$ cat src/rtl/snn_seq_pkg.sv
package snn_seq_pkg;
  typedef enum logic [1:0] {
    ST_IDLE,
    ST_COLLECT,
    ST_EMIT,
    ST_DONE
  } seq_state_e;
endpackage

$ cat src/rtl/snn_hist_line.sv
module snn_hist_line #(
  parameter int N = 100,
  parameter int D = 2
) (
  input  logic         clk_i,
  input  logic         rst_ni,
  input  logic         load_i,
  input  logic [N*D-1:0] init_i,
  input  logic         shift_i,
  input  logic [N-1:0] new_i,
  output logic [N*D-1:0] hist_o
);
  logic [N-1:0] slot_q [D];

  for (genvar d = 0; d < D; d++) begin : g_slot
    logic [N-1:0] src;
    if (d == 0) begin : g_head
      assign src = new_i;
    end else begin : g_tail
      assign src = slot_q[d-1];
    end

    always_ff @(posedge clk_i or negedge rst_ni) begin
      if (!rst_ni)      slot_q[d] <= '0;
      else if (load_i)  slot_q[d] <= init_i[d*N +: N];
      else if (shift_i) slot_q[d] <= src;
    end

    assign hist_o[d*N +: N] = slot_q[d];
  end
endmodule

$ cat src/rtl/snn_spike_collect.sv
module snn_spike_collect #(
  parameter int N  = 100,
  parameter int AW = 7
) (
  input  logic          clk_i,
  input  logic          rst_ni,
  input  logic          clear_i,
  input  logic          en_i,
  input  logic          bit_i,
  output logic [AW-1:0] addr_o,
  output logic          last_o,
  output logic [N-1:0]  vec_o
);
  logic [AW-1:0] addr_q;
  logic [N-1:0]  vec_q;

  assign last_o = (addr_q == AW'(N-1));

  always_ff @(posedge clk_i or negedge rst_ni) begin
    if (!rst_ni) begin
      addr_q <= '0;
      vec_q  <= '0;
    end else if (clear_i) begin
      addr_q <= '0;
    end else if (en_i) begin
      vec_q[addr_q] <= bit_i;
      if (!last_o) addr_q <= addr_q + AW'(1);
    end
  end

  assign addr_o = addr_q;
  assign vec_o  = vec_q;
endmodule

$ cat src/rtl/snn_step_ctrl.sv
module snn_step_ctrl
  import snn_seq_pkg::*;
#(
  parameter int CNT_W = 16
) (
  input  logic             clk_i,
  input  logic             rst_ni,
  input  logic             start_i,
  input  logic [CNT_W-1:0] num_steps_i,
  input  logic             last_addr_i,
  input  logic             out_ready_i,
  output logic             load_o,
  output logic             collect_o,
  output logic             valid_o,
  output logic             fire_o,
  output logic             done_o
);
  seq_state_e       state_q, state_d;
  logic [CNT_W-1:0] cnt_q, lim_q;
  logic             final_step;

  assign load_o     = start_i && (state_q == ST_IDLE || state_q == ST_DONE);
  assign collect_o  = (state_q == ST_COLLECT);
  assign valid_o    = (state_q == ST_EMIT);
  assign fire_o     = valid_o && out_ready_i;
  assign done_o     = (state_q == ST_DONE);
  assign final_step = (cnt_q + CNT_W'(1) == lim_q);

  always_comb begin
    state_d = state_q;
    if (load_o) begin
      state_d = (num_steps_i == '0) ? ST_DONE : ST_COLLECT;
    end else begin
      case (state_q)
        ST_COLLECT: if (last_addr_i) state_d = ST_EMIT;
        ST_EMIT:    if (fire_o) state_d = final_step ? ST_DONE : ST_COLLECT;
        default:    state_d = state_q;
      endcase
    end
  end

  always_ff @(posedge clk_i or negedge rst_ni) begin
    if (!rst_ni) begin
      state_q <= ST_IDLE;
      cnt_q   <= '0;
      lim_q   <= '0;
    end else begin
      state_q <= state_d;
      if (load_o) begin
        cnt_q <= '0;
        lim_q <= num_steps_i;
      end else if (fire_o) begin
        cnt_q <= cnt_q + CNT_W'(1);
      end
    end
  end
endmodule

$ cat src/rtl/snn_step_seq.sv
module snn_step_seq #(
  parameter int N     = 100,
  parameter int D     = 2,
  parameter int CNT_W = 16,
  localparam int AW   = (N > 1) ? $clog2(N) : 1
) (
  input  logic             clk_i,
  input  logic             rst_ni,
  input  logic             wload_done_i,
  input  logic [CNT_W-1:0] num_steps_i,
  input  logic [N*D-1:0]   init_hist_i,
  output logic             nrn_req_o,
  output logic [AW-1:0]    nrn_addr_o,
  input  logic             nrn_bit_i,
  output logic [N*D-1:0]   hist_o,
  output logic             out_valid_o,
  output logic [N-1:0]     out_data_o,
  input  logic             out_ready_i,
  output logic             done_o
);
  logic load, collect, fire, last_addr;
  logic [N-1:0] cur_vec;

  snn_step_ctrl #(.CNT_W(CNT_W)) i_ctrl (
    .clk_i       (clk_i),
    .rst_ni      (rst_ni),
    .start_i     (wload_done_i),
    .num_steps_i (num_steps_i),
    .last_addr_i (last_addr),
    .out_ready_i (out_ready_i),
    .load_o      (load),
    .collect_o   (collect),
    .valid_o     (out_valid_o),
    .fire_o      (fire),
    .done_o      (done_o)
  );

  snn_spike_collect #(.N(N), .AW(AW)) i_collect (
    .clk_i   (clk_i),
    .rst_ni  (rst_ni),
    .clear_i (load || fire),
    .en_i    (collect),
    .bit_i   (nrn_bit_i),
    .addr_o  (nrn_addr_o),
    .last_o  (last_addr),
    .vec_o   (cur_vec)
  );

  snn_hist_line #(.N(N), .D(D)) i_hist (
    .clk_i   (clk_i),
    .rst_ni  (rst_ni),
    .load_i  (load),
    .init_i  (init_hist_i),
    .shift_i (fire),
    .new_i   (cur_vec),
    .hist_o  (hist_o)
  );

  assign nrn_req_o  = collect;
  assign out_data_o = cur_vec;
endmodule

$ cat config.mk
export PLATFORM = sky130hd
export DESIGN_NAME = snn_step_seq
export DESIGN_NICKNAME = d
export VERILOG_FILES = /design/src/rtl/snn_seq_pkg.sv /design/src/rtl/snn_hist_line.sv /design/src/rtl/snn_spike_collect.sv /design/src/rtl/snn_step_ctrl.sv /design/src/rtl/snn_step_seq.sv
export SDC_FILE = /design/constraint.sdc
export NUM_CORES = 1
export LEC_CHECK = 0
export ABC_AREA = 1
export BUFFER_PORTS_ARGS = -buffer_cell sky130_fd_sc_hd__buf_4
export CAP_MARGIN = 20
export CORE_AREA = 2 2 207 209
export CTS_CLUSTER_DIAMETER = 80
export DETAILED_ROUTE_END_ITERATION = 10
export DIE_AREA = 0 0 209 211
export HOLD_SLACK_MARGIN = 0.05
export SETUP_SLACK_MARGIN = 0.3
export SKIP_LAST_GASP = 1
export SYNTH_ARGS = -nofsm -noshare
export SYNTH_HDL_FRONTEND = slang
export SYNTH_HIERARCHICAL = 1
export SYNTH_SLANG_ARGS = --single-unit
$ cat constraint.sdc
create_clock -name clk_i -period 2.2 [get_ports clk_i]
set_input_delay 0.11 -clock clk_i [delete_from_list [all_inputs] [get_ports clk_i]]
set_output_delay 0.11 -clock clk_i [all_outputs]
set_load 0.01 [all_outputs]
**Yosys cells after proc, flatten, opt, wreduce, memory -nomap -nowiden**

Index checks and enable logic that the tools add are counted.

- Memory bits (read-only): 0
- RAM bits: 0
- Bits in latches: 0
- Register bits: 341
- Logic and storage cells: 51
- Memories: 0

- Equality and inequality tests: 8
- Div/mod/pow operators: 0
- Order comparisons: 2
- Shifts and indexed selects: 0
- Bitwise gates (word level): 1
- Add/sub/neg operators: 2
- Reductions and logical operators: 13
- $mul: 0
- Multiplexer cells: 18

Operator list:

| operator | number |
|---|---|
| two-way mux 100 bit | 4 |
| bitwise mux 100 bit | 1 |
| two-way mux 16 bit | 2 |
| two-way mux 7 bit | 3 |
| adder 16 x 1 -> 16 bit, second input constant | 1 |
| == test 16 bit | 1 |
| logical NOT 16 bit | 1 |
| two-way mux 2 bit | 5 |
| less-than comparator 7 x 8 -> 1 bit, second input constant | 1 |
| adder 7 x 1 -> 7 bit, second input constant | 1 |
| demux 1 bit (select 7 bit) | 1 |
| == test 7 bit, second input constant | 1 |
| greater-or-equal comparator 7 x 1 -> 1 bit, second input constant | 1 |
| == test 2 bit, second input constant | 2 |
| one-hot mux 2 bit (2 select lines) | 1 |
| AND reduction 2 bit | 2 |
| nonzero test 2 bit | 2 |
| logical AND 1 bit | 3 |
| != test 3 x 1 -> 1 bit, second input constant | 1 |
| != test 3 bit, second input constant | 1 |
| AND reduction 3 bit | 1 |
| nonzero test 3 bit | 1 |
| == test 2 x 1 -> 1 bit, second input constant | 1 |
| logical NOT 2 bit | 1 |
| other kinds (4) | 5 |

**Depth between registers and ports, before layout**

- Word-level depth: 6
- Depth in mapped cells: 15
- Depth with buffers taken out: 15

**By module**

Netlist, hierarchy kept.

By module, submodules not included:

| module | sequential area each (µm²) | area an instance (µm²) | instances | cells an instance |
|---|---|---|---|---|
| snn_hist_line | 5004.8 | 8976.1 | 1 | 1090 |
| snn_spike_collect | 2677.6 | 4655.7 | 1 | 523 |
| snn_step_ctrl | 850.8 | 2108.3 | 1 | 302 |
| snn_step_seq | 0.0 | 11.3 | 1 | 3 |

**Worst setup path before layout**

Ideal clock, no wire load.

- Path kind: reg2reg
- Start point: register i_ctrl.state_q[0]
- End point: register i_collect.vec_q[54] (netlist: i_collect/vec_o[54])
- Setup slack: 0.186 ns
- Stages on the path, launching flop included: 14
- Data required time: 2.069 ns
- Buffers on the path: 1
- Data arrival time: 1.883 ns
- Cells stage by stage: dfrtp_1 -> inv_1 -> ha_1 -> nand2_1 -> inv_1 -> inv_1 -> nand2_1 -> inv_2 -> nand2_1 -> buf_4 -> nor3_2 -> nand2_1 -> nand2_1 -> o21ai_1

- Word-level cells in the longest chain between the ends: 6

Ends and longest elaborated chain:

| what | RTL line | RTL |
|---|---|---|
| from (decl) | snn_step_ctrl.sv:18 | `seq_state_e state_q, state_d;` |
| from (signal assigned) | snn_step_ctrl.sv:48 | `state_q <= state_d;` |
| == test 2 bit / logical NOT 2 bit (equally long branches) | snn_step_ctrl.sv:22 | `assign load_o = start_i && (state_q == ST_IDLE \|\| state_q == ST_DONE);` |
| logical OR 1 bit * | snn_step_ctrl.sv:22 |  |
| logical AND 1 bit * | snn_step_ctrl.sv:22 |  |
| net load | snn_step_seq.sv:21 | `logic load, collect, fire, last_addr;` |
| logical OR 1 bit * | snn_step_seq.sv:41 | `.clear_i (load \|\| fire),` |
| NOT 1 bit (no line) * | - |  |
| AND reduction 2 bit (no line) * | - |  |
| to (signal, indexed assignment) | snn_spike_collect.sv:26 | `vec_q[addr_q] <= bit_i;` |
| to (decl) | snn_spike_collect.sv:15 | `logic [N-1:0] vec_q;` |

Mark *: on every way through the listed nets, which the timed path passes. The rest lies on a longest branch.
A chain may end at the register's enable or synchronous reset.

**Worst setup path after layout**

- Start point: register i_ctrl.state_q[0]
- End point: register i_collect.vec_q[74] (netlist: i_collect/vec_o[74])

RTL lines:

| what | RTL line | RTL |
|---|---|---|
| == test 2 bit | snn_step_ctrl.sv:24 | `assign valid_o = (state_q == ST_EMIT);` |
| logical AND 1 bit | snn_step_ctrl.sv:25 | `assign fire_o = valid_o && out_ready_i;` |
| net fire | snn_step_seq.sv:21 |  |
| logical OR 1 bit | snn_step_seq.sv:41 |  |
| NOT 1 bit (no line) | - |  |
| AND reduction 2 bit (no line) | - |  |

The timed path passes the listed nets, and every way through them passes these cells.

==> summary.md <==
| Metric | Value |
|---|---|
| Status | finished clean |
| Buffer type at the clock tree root | clkbuf_16 |
| Footprint of the flip-flops and latches | 8534 µm² |
| Post-Syn Instances | 1918 |
| Initial antenna violation count | 2 |
| Synthesized area per cell | 8.212 µm² |
| Ratio of final minimum period to clock period | 0.8813 |
| Number of flops mapped to enable cells by yosys | 0 |
| Worst rel slew slack | 0.5619 |
| Capturing element type of the critical path | flip-flop |
| Clock Skews | 17.82 ps |
| Switch Pwr | 11.68 mW |
| Count of vias placed by the detailed router | 16890 |
| Synthesized net count | 2145 |
| Top flip-flop cell by instance count after synthesis | dfrtp_1 |
| Area Growth Syn to Fin | 56.76% |
| Final-report setup violation count | 0 |
| Leading area contributor after synthesis | dfrtp_1 |
| Final sum of negative setup slack | 0 ps |
| Wire length of the first global-routing pass | 96.87 mm |
| Switching power share of the total | 0.3944 |
| Kind of critical path | reg -> reg |
| Met2 layer wire length in the routed design | 31.81 mm |
| Slew at the pin closest to its max-slew limit | 656.4 ps |
| Area taken by multi-input logic gates | 6546 µm² |
| Number of top-level pins | 531 |
| Uppermost metal layer occupied by signal nets | met5 |
| Die X-Extent | 209 µm |
| Setup repair after global routing missed its margin | true |
| Most common library cell in the layout ignoring fill and taps | nand2_1 |
| Portion of synthesized cell area occupied by the leading cell type | 0.5417 |
| Final count of hold timing violations | 0 |
| Number of distinct library cell variants in the gate-level netlist after synthesis | 32 |
| Number of buffer cells added on primary ports | 530 |
| Cell types with the largest area share after synthesis | dfrtp_1 54%, nand3_1 16%, nand2_1 15% |
| Ratio of cells with drive above 1 in the final layout | 0.2811 |
| Vias/cell | 5.195 |
| Data required time of the worst path | 2620 ps |
| Worst r2r path cells | 13 |
| Syn Std Cell Area | 15750 µm² |
| Total gr overflow | 0 |
| Standard cell core area | 41760 µm² |
| Internal power | 17.93 mW |
| Time the final worst path needs with I/O delays and setup | 1939 ps |
| Data arrival at the endpoint of the critical path | 2360 ps |
| Largest net degree at the start of global routing | 87 |
| Std cell rows | 75 |
| Clock-pin slew on the worst setup and hold paths | 60 ps |
| Worst VDD drop | 0.0009252 V |
| Post-synthesis register bit count | 341 |
| Commonest non-fill, non-tap cells in the layout | 630 x nand2_1, 570 x buf_4, 502 x nand3_1 |
| Initial standard-cell utilization of the core | 0.3772 |
| Routed len/inst | 20.21 µm |
| GRT Util Overall | 0.2828 |
| Total power of the final layout | 29.61 mW |
| Critical Path Fanout Max | 6 |
| Routed met3 length | 4.540 mm |
| Sequential share of the synthesized area | 0.5417 |
| Flop pwr share | 0.325 |
| 1st-pass router iterations | 5 |
| Total detailed-routing wirelength | 65.69 mm |
| Total of warnings raised by yosys | 6 |
| Final HPWL from detailed placement | 44.00 mm |
| Source-to-sink clock delay at the later pin of the worst-skew pair | 570 ps |
| Power per unit of standard cell area | 1199 nW/µm² |
| Number of fillers in the final layout | 3662 |
| Weighted congestion reported at the end of routability-driven placement | 0.8897 |
| Iter 0 DRT Violations | 1618 |
| Number of CTS-inserted buffers | 41 |
| CP Launch Type | flip-flop |
| H-tree depth reported by CTS | 2 |
| Die ar. | 44100 µm² |
| Combinational power share | 0.440 |
| Antenna-violating nets left | 0 |
| Post-detailed-route DRC marker count | 0 |
| Via count of the first global-routing pass | 16470 |
| Maximum clock path buffer count | 3 |
| Min-Delay Path Class | in -> async |
| Clock tree from TritonCTS | built |
| Count of max-cap constraint violations | 0 |
| Final net count | 2908 |
| Clock Power Share | 0.235 |
| Length of routed wiring on met1 | 27.48 mm |
| Async set-or-reset flop fraction in the synthesized netlist | 1.000 |
| Slew Viols, Final | 0 |
| Leakage power | 12.05 nW |
| Clock tree sinks | 341 |
| Maximum clock frequency | 515.8 MHz |
| Die Y-Extent | 211 µm |
==> flip-flops by register name (all words and copies together) (netlist names) <==
| name | cells |
|---|---|
| i_collect/vec_o | 100 |
| i_hist/g_slot.src | 100 |
| i_hist/hist_o | 100 |
| i_ctrl/cnt_q | 16 |
| i_ctrl/lim_q | 16 |
| i_collect/addr_o | 7 |
| i_ctrl/state_q | 2 |
==> cells by family (layout without fill, tap and decap cells) <==
family                     Yosys count  after routing  share of synthesized area
adders and majority gates            6              6                   0.004766
DFF                                341            341                     0.5417
and+or+nand+nor                   1241           1241                     0.3517
buffers and inverters              180            973                    0.05187
AOI/OAI and AO/OA                  146            146                    0.04766
muxes                                1              1                  0.0006355
xor gates and xnor gates             3              3                   0.001668
other                                0              1                          0
==> final timing paths <==
path                       slack (ps)               start                  endpoint
min                                90              rst_ni   i_hist/g_slot[1].src[1]
max in group asynchronous        1310              rst_ni  i_hist/g_slot[1].src[10]
min in group clk_i                220           nrn_bit_i       i_collect/vec_o[46]
max reg2reg                       260   i_ctrl/state_q[0]       i_collect/vec_o[74]
min reg2reg                       480  i_hist/hist_o[161]        i_hist/hist_o[161]
max                               260   i_ctrl/state_q[0]       i_collect/vec_o[74]
==> synth_stat cells (all sizes together) (4+ instances only) <==
cell type / count
nand2: 656
inv: 67
a21oi: 9
nand4: 10
buf: 88
ha: 6
nand3b: 6
nand3: 502
clkbuf: 21
nor2: 59
nor3: 6
o22ai: 9
dfrtp: 341
o21ai: 125
clkinv: 4
==> stage by stage <==
step	instances	setup WS [ps]	area (µm²)	hold WS (ps)	util
CTS	3234	314.3	24300	76.72	0.5820
global route	3250	134.7	24690	113.4	0.5913
detailed placement	2934	87.56	20590	85.50	0.4932
finish	3251	261.1	24690	88.12	0.5913
global placement	2934	123.6	20590	83.45	0.4932
floorplan	1918	297.0	15770	-185.6	-
==> power by group through the flow <==
stage	registers, mW	clock network (mW)	logic (mW)
3_3_place_gp	9.64	0	11.3
5_1_grt	9.81	7.40	14.1
2_1_floorplan	10.1	0	5.45
4_1_cts	9.58	7.14	12.1
3_5_place_dp	9.68	0	11.5
6_report	9.61	6.97	13.0
==> routing by layer <==
metal	track usage	vias to the layer above
met5	0	-
met3	0.06230	117
li1	-	7927
met4	0.08941	2
met2	0.4685	668
met1	0.3703	8175
==> final cells by class <==
type	instances	share of cell area
clock buffer	53	0.04712
antenna	1	0.0001013
multi-input combinational	1397	0.2651
timing repair buffer	829	0.2936
tap	539	0.02731
sequential	341	0.3456
clock inverter	20	0.008918
inverter	71	0.01216
==> timing repair <==
| item | in CTS | in global routing |
|---|---|---|
| endpoints found under the setup margin | 299 | 226 |
| setup buffers | 7 | 7 |
| hold endpoints to repair | 513 | 0 |
| pin swaps | 7 | 11 |
| hold buffers | 219 | 0 |
| cloned | 1 | 9 |
| gates resized for setup | 22 | 38 |
==> critical path, cell delays in order (launching register included) <==
cell and delay (ps):
dfrtp_1 370, inv_2 70, ha_2 210, nand2_4 100, inv_6 50, inv_1 60
nand2_2 70, inv_2 70, buf_6 110, nand4_1 200, nor2_2 250, nand2_1 90
nand2_1 70, o21ai_0 80
Note: power is estimated with default switching activity, not from simulation.
